### config.mk
export PLATFORM = sky130hd
export DESIGN_NAME = aux_ntf_doorbell
export DESIGN_NICKNAME = d
export VERILOG_FILES = /design/src/rtl/aux_ntf_pkg.sv /design/src/rtl/aux_ntf_cfg_check.sv /design/src/rtl/aux_ntf_index_calc.sv /design/src/rtl/aux_ntf_pulse_gen.sv /design/src/rtl/aux_ntf_doorbell.sv
export SDC_FILE = /design/constraint.sdc
export NUM_CORES = 1
export LEC_CHECK = 0
export BUFFER_PORTS_ARGS = -buffer_cell sky130_fd_sc_hd__buf_2
export CAP_MARGIN = 20
export CORE_MARGIN = 2
export CORE_UTILIZATION = 30
export CTS_CLUSTER_SIZE = 10
export DETAILED_ROUTE_END_ITERATION = 10
export HOLD_SLACK_MARGIN = 0.06
export MAX_ROUTING_LAYER = met4
export PLACE_DENSITY = 0.58
export SLEW_MARGIN = 30
export SYNTH_ARGS = -nofsm -noshare
export SYNTH_HDL_FRONTEND = slang
export SYNTH_HIERARCHICAL = 1
export SYNTH_SLANG_ARGS = --single-unit
### constraint.sdc
create_clock -name clk -period 10.23 [get_ports clk]
set_clock_uncertainty 0.1 [all_clocks]
set_input_delay 2.5575 -clock clk [delete_from_list [all_inputs] [get_ports clk]]
set_output_delay 2.5575 -clock clk [all_outputs]
set_load 0.005 [all_outputs]
### src/rtl/aux_ntf_pkg.sv
package aux_ntf_pkg;

    // Write size code: log2 of the byte count
    typedef enum logic [1:0] {
        SZ_1B = 2'd0,
        SZ_2B = 2'd1,
        SZ_4B = 2'd2,
        SZ_8B = 2'd3
    } wr_size_e;

    // Why a write was accepted or refused
    typedef enum logic [2:0] {
        VD_HIT        = 3'd0,
        VD_CFG_BLOCK  = 3'd1,
        VD_BAD_SIZE   = 3'd2,
        VD_BELOW_BASE = 3'd3,
        VD_MISALIGNED = 3'd4,
        VD_NO_INDEX   = 3'd5,
        VD_ADDR_MISS  = 3'd6
    } verdict_e;

    typedef struct packed {
        logic     fire;
        logic     reject;
        verdict_e why;
    } decode_s;

    // Position of the highest set bit (0 when the input is zero)
    function automatic logic [5:0] top_bit_pos(input logic [31:0] v);
        logic [5:0] p;
        p = '0;
        for (int i = 0; i < 32; i++) begin
            if (v[i]) p = 6'(i);
        end
        return p;
    endfunction

    // True when exactly one bit is set
    function automatic logic single_bit(input logic [31:0] v);
        return (v != '0) && ((v & (v - 32'd1)) == '0);
    endfunction

endpackage

### src/rtl/aux_ntf_cfg_check.sv
module aux_ntf_cfg_check
    import aux_ntf_pkg::*;
#(
    parameter int ADDR_W   = 16,
    parameter int N_NOTIFY = 8,
    parameter int SH_W     = $clog2(ADDR_W)
) (
    input  logic [ADDR_W-1:0] cfg_base,
    input  logic [ADDR_W-1:0] cfg_mult,
    input  logic [ADDR_W-1:0] cfg_len,
    output logic              cfg_ok,
    output logic              mult_zero,
    output logic [SH_W-1:0]   shamt
);
    localparam int SPAN_W = ADDR_W + $clog2(N_NOTIFY + 1) + 2;

    logic              base_bad;
    logic              mult_bad;
    logic              len_bad;
    logic [5:0]        mpos;
    logic [SPAN_W-1:0] span_need;

    always_comb begin
        base_bad  = cfg_base[0];
        mult_zero = (cfg_mult == '0);
        mpos      = top_bit_pos(32'(cfg_mult));
        mult_bad  = !mult_zero && (!single_bit(32'(cfg_mult)) || mpos[0]);
        span_need = SPAN_W'(N_NOTIFY - 1) * SPAN_W'(cfg_mult) + SPAN_W'(2);
        len_bad   = (cfg_len < ADDR_W'(2)) || (SPAN_W'(cfg_len) < span_need);
        cfg_ok    = !base_bad && !mult_bad && !len_bad;
        shamt     = mpos[SH_W-1:0];
    end

endmodule

### src/rtl/aux_ntf_index_calc.sv
module aux_ntf_index_calc
    import aux_ntf_pkg::*;
#(
    parameter int ADDR_W   = 16,
    parameter int DATA_W   = 16,
    parameter int N_NOTIFY = 8,
    parameter int SH_W     = $clog2(ADDR_W),
    parameter int IDX_W    = (N_NOTIFY > 1) ? $clog2(N_NOTIFY) : 1
) (
    input  logic              wr_valid,
    input  logic [ADDR_W-1:0] wr_addr,
    input  wr_size_e          wr_size,
    input  logic [DATA_W-1:0] wr_data,
    input  logic [ADDR_W-1:0] cfg_base,
    input  logic [ADDR_W-1:0] cfg_mult,
    input  logic              cfg_ok,
    input  logic              mult_zero,
    input  logic [SH_W-1:0]   shamt,
    output decode_s           dec,
    output logic [IDX_W-1:0]  idx
);
    localparam int CMP_W = (ADDR_W > DATA_W) ? ADDR_W : DATA_W;

    logic [ADDR_W-1:0] offset;
    logic [ADDR_W-1:0] low_mask;
    logic [CMP_W-1:0]  idx_from_addr;
    logic [CMP_W-1:0]  idx_from_data;
    logic [CMP_W-1:0]  idx_sel;
    logic              below;
    logic              misaligned;
    logic              in_range;
    verdict_e          why;

    always_comb begin
        offset        = wr_addr - cfg_base;
        low_mask      = cfg_mult - ADDR_W'(1);
        below         = wr_addr < cfg_base;
        misaligned    = |(offset & low_mask);
        idx_from_addr = CMP_W'(offset >> shamt);
        idx_from_data = CMP_W'(wr_data);
        idx_sel       = mult_zero ? idx_from_data : idx_from_addr;
        in_range      = idx_sel < CMP_W'(N_NOTIFY);

        if (!cfg_ok)                  why = VD_CFG_BLOCK;
        else if (wr_size != SZ_2B)    why = VD_BAD_SIZE;
        else if (mult_zero) begin
            if (wr_addr != cfg_base)  why = VD_ADDR_MISS;
            else if (!in_range)       why = VD_NO_INDEX;
            else                      why = VD_HIT;
        end
        else if (below)               why = VD_BELOW_BASE;
        else if (misaligned)          why = VD_MISALIGNED;
        else if (!in_range)           why = VD_NO_INDEX;
        else                          why = VD_HIT;

        dec.why    = why;
        dec.fire   = wr_valid && (why == VD_HIT);
        dec.reject = wr_valid && (why != VD_HIT);
        idx        = idx_sel[IDX_W-1:0];
    end

endmodule

### src/rtl/aux_ntf_pulse_gen.sv
module aux_ntf_pulse_gen
    import aux_ntf_pkg::*;
#(
    parameter int N_NOTIFY = 8,
    parameter int IDX_W    = (N_NOTIFY > 1) ? $clog2(N_NOTIFY) : 1
) (
    input  logic                clk,
    input  logic                rst,
    input  decode_s             dec,
    input  logic [IDX_W-1:0]    idx,
    output logic [N_NOTIFY-1:0] pulse_q,
    output logic                err_q
);
    for (genvar g = 0; g < N_NOTIFY; g++) begin : g_line
        always_ff @(posedge clk) begin
            if (rst) pulse_q[g] <= 1'b0;
            else     pulse_q[g] <= dec.fire && (idx == IDX_W'(g));
        end
    end

    always_ff @(posedge clk) begin
        if (rst) err_q <= 1'b0;
        else     err_q <= dec.reject;
    end

    AST_FIRE_REJECT_EXCL: assert property (@(posedge clk) disable iff (rst)
        !(dec.fire && dec.reject));

endmodule

### src/rtl/aux_ntf_doorbell.sv
module aux_ntf_doorbell
    import aux_ntf_pkg::*;
#(
    parameter int ADDR_W   = 16,
    parameter int DATA_W   = 16,
    parameter int N_NOTIFY = 8
) (
    input  logic                clk,
    input  logic                rst,
    input  logic [ADDR_W-1:0]   cfg_base,
    input  logic [ADDR_W-1:0]   cfg_mult,
    input  logic [ADDR_W-1:0]   cfg_len,
    input  logic                wr_valid,
    input  logic [ADDR_W-1:0]   wr_addr,
    input  logic [1:0]          wr_size,
    input  logic [DATA_W-1:0]   wr_data,
    output logic [N_NOTIFY-1:0] notify_pulse,
    output logic                wr_error,
    output logic                cfg_error
);
    localparam int SH_W  = $clog2(ADDR_W);
    localparam int IDX_W = (N_NOTIFY > 1) ? $clog2(N_NOTIFY) : 1;

    logic             cfg_ok;
    logic             mult_zero;
    logic [SH_W-1:0]  shamt;
    decode_s          dec;
    logic [IDX_W-1:0] idx;
    wr_size_e         size_e;

    assign size_e    = wr_size_e'(wr_size);
    assign cfg_error = !cfg_ok;

    aux_ntf_cfg_check #(
        .ADDR_W   (ADDR_W),
        .N_NOTIFY (N_NOTIFY),
        .SH_W     (SH_W)
    ) u_cfg (
        .cfg_base  (cfg_base),
        .cfg_mult  (cfg_mult),
        .cfg_len   (cfg_len),
        .cfg_ok    (cfg_ok),
        .mult_zero (mult_zero),
        .shamt     (shamt)
    );

    aux_ntf_index_calc #(
        .ADDR_W   (ADDR_W),
        .DATA_W   (DATA_W),
        .N_NOTIFY (N_NOTIFY),
        .SH_W     (SH_W),
        .IDX_W    (IDX_W)
    ) u_idx (
        .wr_valid  (wr_valid),
        .wr_addr   (wr_addr),
        .wr_size   (size_e),
        .wr_data   (wr_data),
        .cfg_base  (cfg_base),
        .cfg_mult  (cfg_mult),
        .cfg_ok    (cfg_ok),
        .mult_zero (mult_zero),
        .shamt     (shamt),
        .dec       (dec),
        .idx       (idx)
    );

    aux_ntf_pulse_gen #(
        .N_NOTIFY (N_NOTIFY),
        .IDX_W    (IDX_W)
    ) u_pulse (
        .clk     (clk),
        .rst     (rst),
        .dec     (dec),
        .idx     (idx),
        .pulse_q (notify_pulse),
        .err_q   (wr_error)
    );

    AST_PULSE_ONEHOT: assert property (@(posedge clk) disable iff (rst)
        $onehot0(notify_pulse));
    AST_PULSE_ERR_EXCL: assert property (@(posedge clk) disable iff (rst)
        !((|notify_pulse) && wr_error));
    AST_QUIET_IDLE: assert property (@(posedge clk) disable iff (rst)
        !wr_valid |=> (notify_pulse == '0) && !wr_error);
    AST_CFG_BLOCK: assert property (@(posedge clk) disable iff (rst)
        (wr_valid && cfg_error) |=> (notify_pulse == '0) && wr_error);
    AST_SIZE_REJECT: assert property (@(posedge clk) disable iff (rst)
        (wr_valid && wr_size != 2'd1) |=> (notify_pulse == '0) && wr_error);
    AST_ODD_BASE_CFG: assert property (@(posedge clk) disable iff (rst)
        cfg_base[0] |-> cfg_error);

endmodule

After elaboration in Yosys (flattened, before gate mapping) --
Cells that the tools add are included.
Operators by class: bitwise gates (word level) 2, add/subtract/negate cells 4, muxes and demuxes 23, eq/ne operators 9, reduce and logical (&&, ||, !) cells 29, magnitude comparators 4, shift-type cells 1, multiply operators 1
Operators with widths (count):
- $mux W3 | 11
- $and A16 B32 Y32 | 1
- $logic_not A32 Y1 | 1
- $mux W4 | 8
- $lt A16 B22 Y1 | 1
- $add A19 B2 Y20 const B | 1
- $mul A3 B16 Y19 const A | 1
- $sub A16 B1 Y17 const B | 1
- $and A16 B16 Y16 | 1
- $logic_not A16 Y1 | 1
- $lt A16 B16 Y1 | 1
- $lt A16 B2 Y1 const B | 1
- $lt A16 B4 Y1 const B | 1
- $mux W16 | 1
- $ne A16 B16 Y1 | 1
- $reduce_bool A16 Y1 | 1
- $reduce_or A16 Y1 | 1
- $shr A16 B4 Y16 | 1
- $sub A16 B1 Y16 const B | 1
- $sub A16 B16 Y16 | 1
- $logic_and A1 B1 Y1 | 14
- $eq A3 B3 Y1 const B | 4
- $eq A3 B2 Y1 const B | 2
- $logic_not A1 Y1 | 6
- other kinds (7) | 10
Storage, ports and cells: bits in registers 9, output and inout port bits 10

Longest topological paths before layout --
depth after elaboration 27, mapped depth 22, gate-level depth less buffers 22

Hierarchy --
The synthesis kept the hierarchy.
Modules (own cells, without submodules):
- aux_ntf_index_calc | times used 1, cells an instance 371, sequential area each 0.0 sq um, area each 2553.7 sq um
- aux_ntf_cfg_check | times used 1, cells an instance 256, sequential area each 0.0 sq um, area each 2040.7 sq um
- aux_ntf_pulse_gen | times used 1, cells an instance 23, sequential area each 180.2 sq um, area each 259.0 sq um
- aux_ntf_doorbell | times used 1, cells an instance 1, sequential area each 0.0 sq um, area each 3.8 sq um

Worst setup path after synthesis --
Ideal clock, no wire load.
path type input-to-output, start in cfg_mult[2], end out cfg_error, arrival time 5492 ps, required time 7573 ps, stages 17, path buffers 0, setup slack 2081 ps, cell sequence fa_1 ha_1 or2_1 o22a_1 o21ai_1 o21bai_1 a21oi_1 xor2_1 ha_1 a21oi_1 o22ai_1 o21a_1 o211ai_1 nand3_1 a221oi_1 a2111oi_2 inv_1
On the way: cells in the longest elaborated chain, start to end 20, elaborated cells between the ends (all ways) 33
Ends and longest elaborated chain:
- start, declared | line aux_ntf_doorbell.sv:11 | input logic [ADDR_W-1:0] cfg_mult,
- parallel branches: the longest is 18 deep, another holds $lt A16 B22 Y1
- $logic_and A1 B1 Y1 * | line aux_ntf_cfg_check.sv:30 | cfg_ok = !base_bad && !mult_bad && !len_bad;
- via cfg_ok | line aux_ntf_doorbell.sv:24 | logic cfg_ok;
- $logic_not A1 Y1 *
- end, declared | line aux_ntf_doorbell.sv:19 | output logic cfg_error
Mark *: on every way through the listed nets, which the timed path passes.

Worst setup path after layout --
start in cfg_mult[4], end out cfg_error
On the way: cells in the longest elaborated chain, start to end 18, elaborated cells between the ends (all ways) 31
Ends and longest elaborated chain (line):
- parallel branches: the longest is 16 deep, another holds $lt A16 B22 Y1
- $logic_and A1 B1 Y1 * | aux_ntf_cfg_check.sv:30
- via cfg_ok | aux_ntf_doorbell.sv:24
- $logic_not A1 Y1 *
Marked as above.

==> results.yml <==
worst_setup_path:
  crit_family: "compound AO/OA/AOI/OAI gates"
  cp_num_buf_inv: 3
  critPathKind: "in -> out"
  cp-start-kind: "input pin"
  path_cells: "buf_2 > fa_1 > ha_1 > a21oi_1 > o22a_1 > a21oi_1 > a21o_1 > nand2_1 > nand2b_1 > xnor2_1 > ha_1 > nand4_1 > nor2_1 > o211ai_1 > nand3_1 > a221oi_1 > a2111oi_2 > inv_1 > buf_2"
  slowest_delay_ps: 450
  crit_arrival_ps: 6090
  path_max_fanout: 11
  cp-end-kind: "output port"
  worst_path_max_delay_cell: "fa_1"
  worstPathRequired_ps: 7570
cts:
  cts_root_buf: "clkbuf_16"
  cts_setup_buffers: 0
  clkSlewWorstSetupHoldPaths_ps: 40
  cts_hold_buf: 0
  cts_tree: "yes"
  cts-htree-levels: 1
  cts_buffers: 3
  clock-sinks: 9
  cts.repair.resized: 0
  clock_path_buffers: 2
timing:
  finalMaxSlewViolations: 0
  hold_violations: 0
  fin_tns_setup_ps: 0
  setup_viol: 0
  rsz0062_at_grt: "no"
  period_share_pct: 85.55
  whs_ps: 2420
  fmax_mhz: 114.3
  tightest_slew_ps: 830.3
  min_period_ps: 8752
  relSlewSlack_pct: 44.22
detailed_routing:
  wl_per_cell_um: 15.19
  viasPerCell: 5.406
  wl_um: 14280
  drt-pass1-iter-count: 6
  route.detailed.drc: 0
  num_vias: 5082
  first_iter_violations: 338
  ant_nets: 0
finish:
  final_common_cell: "buf_2"
  n_antenna_cell: 0
  fin_nets: 893
  area_delta_synth_final_pct: 16.03
  nFillCells: 1673
  drive_gt1_share_pct: 19.75
  multiInputGateArea_um2: 4317
  final-seq-area_um2: 180.2
  most-common-layout-cells: "buf_2, ha_1, nor2_1"
global_route:
  antenna_found_initial: 0
  grt_pass1_vias: 4653
  grt_overflow: 0
  grt_max_degree: 21
  grtUsageTotal_pct: 17.09
  grt_pass1_wl_um: 23290
synthesis:
  syn_area_per_cell_um2: 7.478
  yosys_warnings: 6
  syn-cell-area_um2: 4786
  syn_nets: 808
  synthCells: 640
placed_design:
  gp_congestion: 0.8939
  io_buffers: 94
  dp_hpwl_um: 11750
die:
  num_rows: 46
  die_area_um2: 16980
  dieWidth_um: 130.3
  num_io_pins: 95
  start_util_pct: 30.46
  coreArea_um2: 15710
  dieHeight_um: 130.3
flow_run:
  maxCapViolCount: 0
power:
  p_leak_nw: 2.435
  power_mw: 0.4979
  power_density_nw_per_um2: 89.66
  ir_drop_mv: 0.06273
outcome:
  status: "completed"
hold_path:
  hold_path_class: "in -> reg"
-- state kept, by name, indices dropped and copies added, names as in the netlist --
register         cells
u_pulse/pulse_q      8
u_pulse/err_q        1
-- where the power goes --
group	switching, mW	internal, mW
registers	0.0000308	0.0355
clock network	0.0153	0.0519
logic	0.229	0.166
total	0.244	0.254
-- layout make-up --
class / count / share of cell area (%)
sequential: 9 / 3.245
inverter: 57 / 3.853
clock buffer: 4 / 1.420
tap: 216 / 4.867
timing repair buffer: 97 / 8.878
multi-input combinational: 557 / 77.74
-- final timing paths --
path	start	end	slack (ps)	cells after the start
worst max-delay path	cfg_mult[4]	cfg_error	1480	19
worst min-delay path	rst	u_pulse/err_q$_SDFF_PP0_	2420	2
-- routing by layer --
layer	up-vias	track usage, %	share of wire (%)
li1	2566	-	-
met1	2325	25.90	51
met2	177	25.56	42
met3	14	1.025	5.5
met4	0	2.024	0.93
met5	-	-	0
-- through the flow --
step	worst slack [ps]	cells	utilization [%]	cell area (um^2)
after floorplan	2092	640	-	4786
after global placement	1617	936	34.84	5474
after detailed placement	1470	936	34.84	5474
after CTS	1460	940	35.34	5553
after global routing	1136	940	35.34	5553
final	1478	940	35.34	5553
Note: power is estimated with default switching activity, not from simulation.
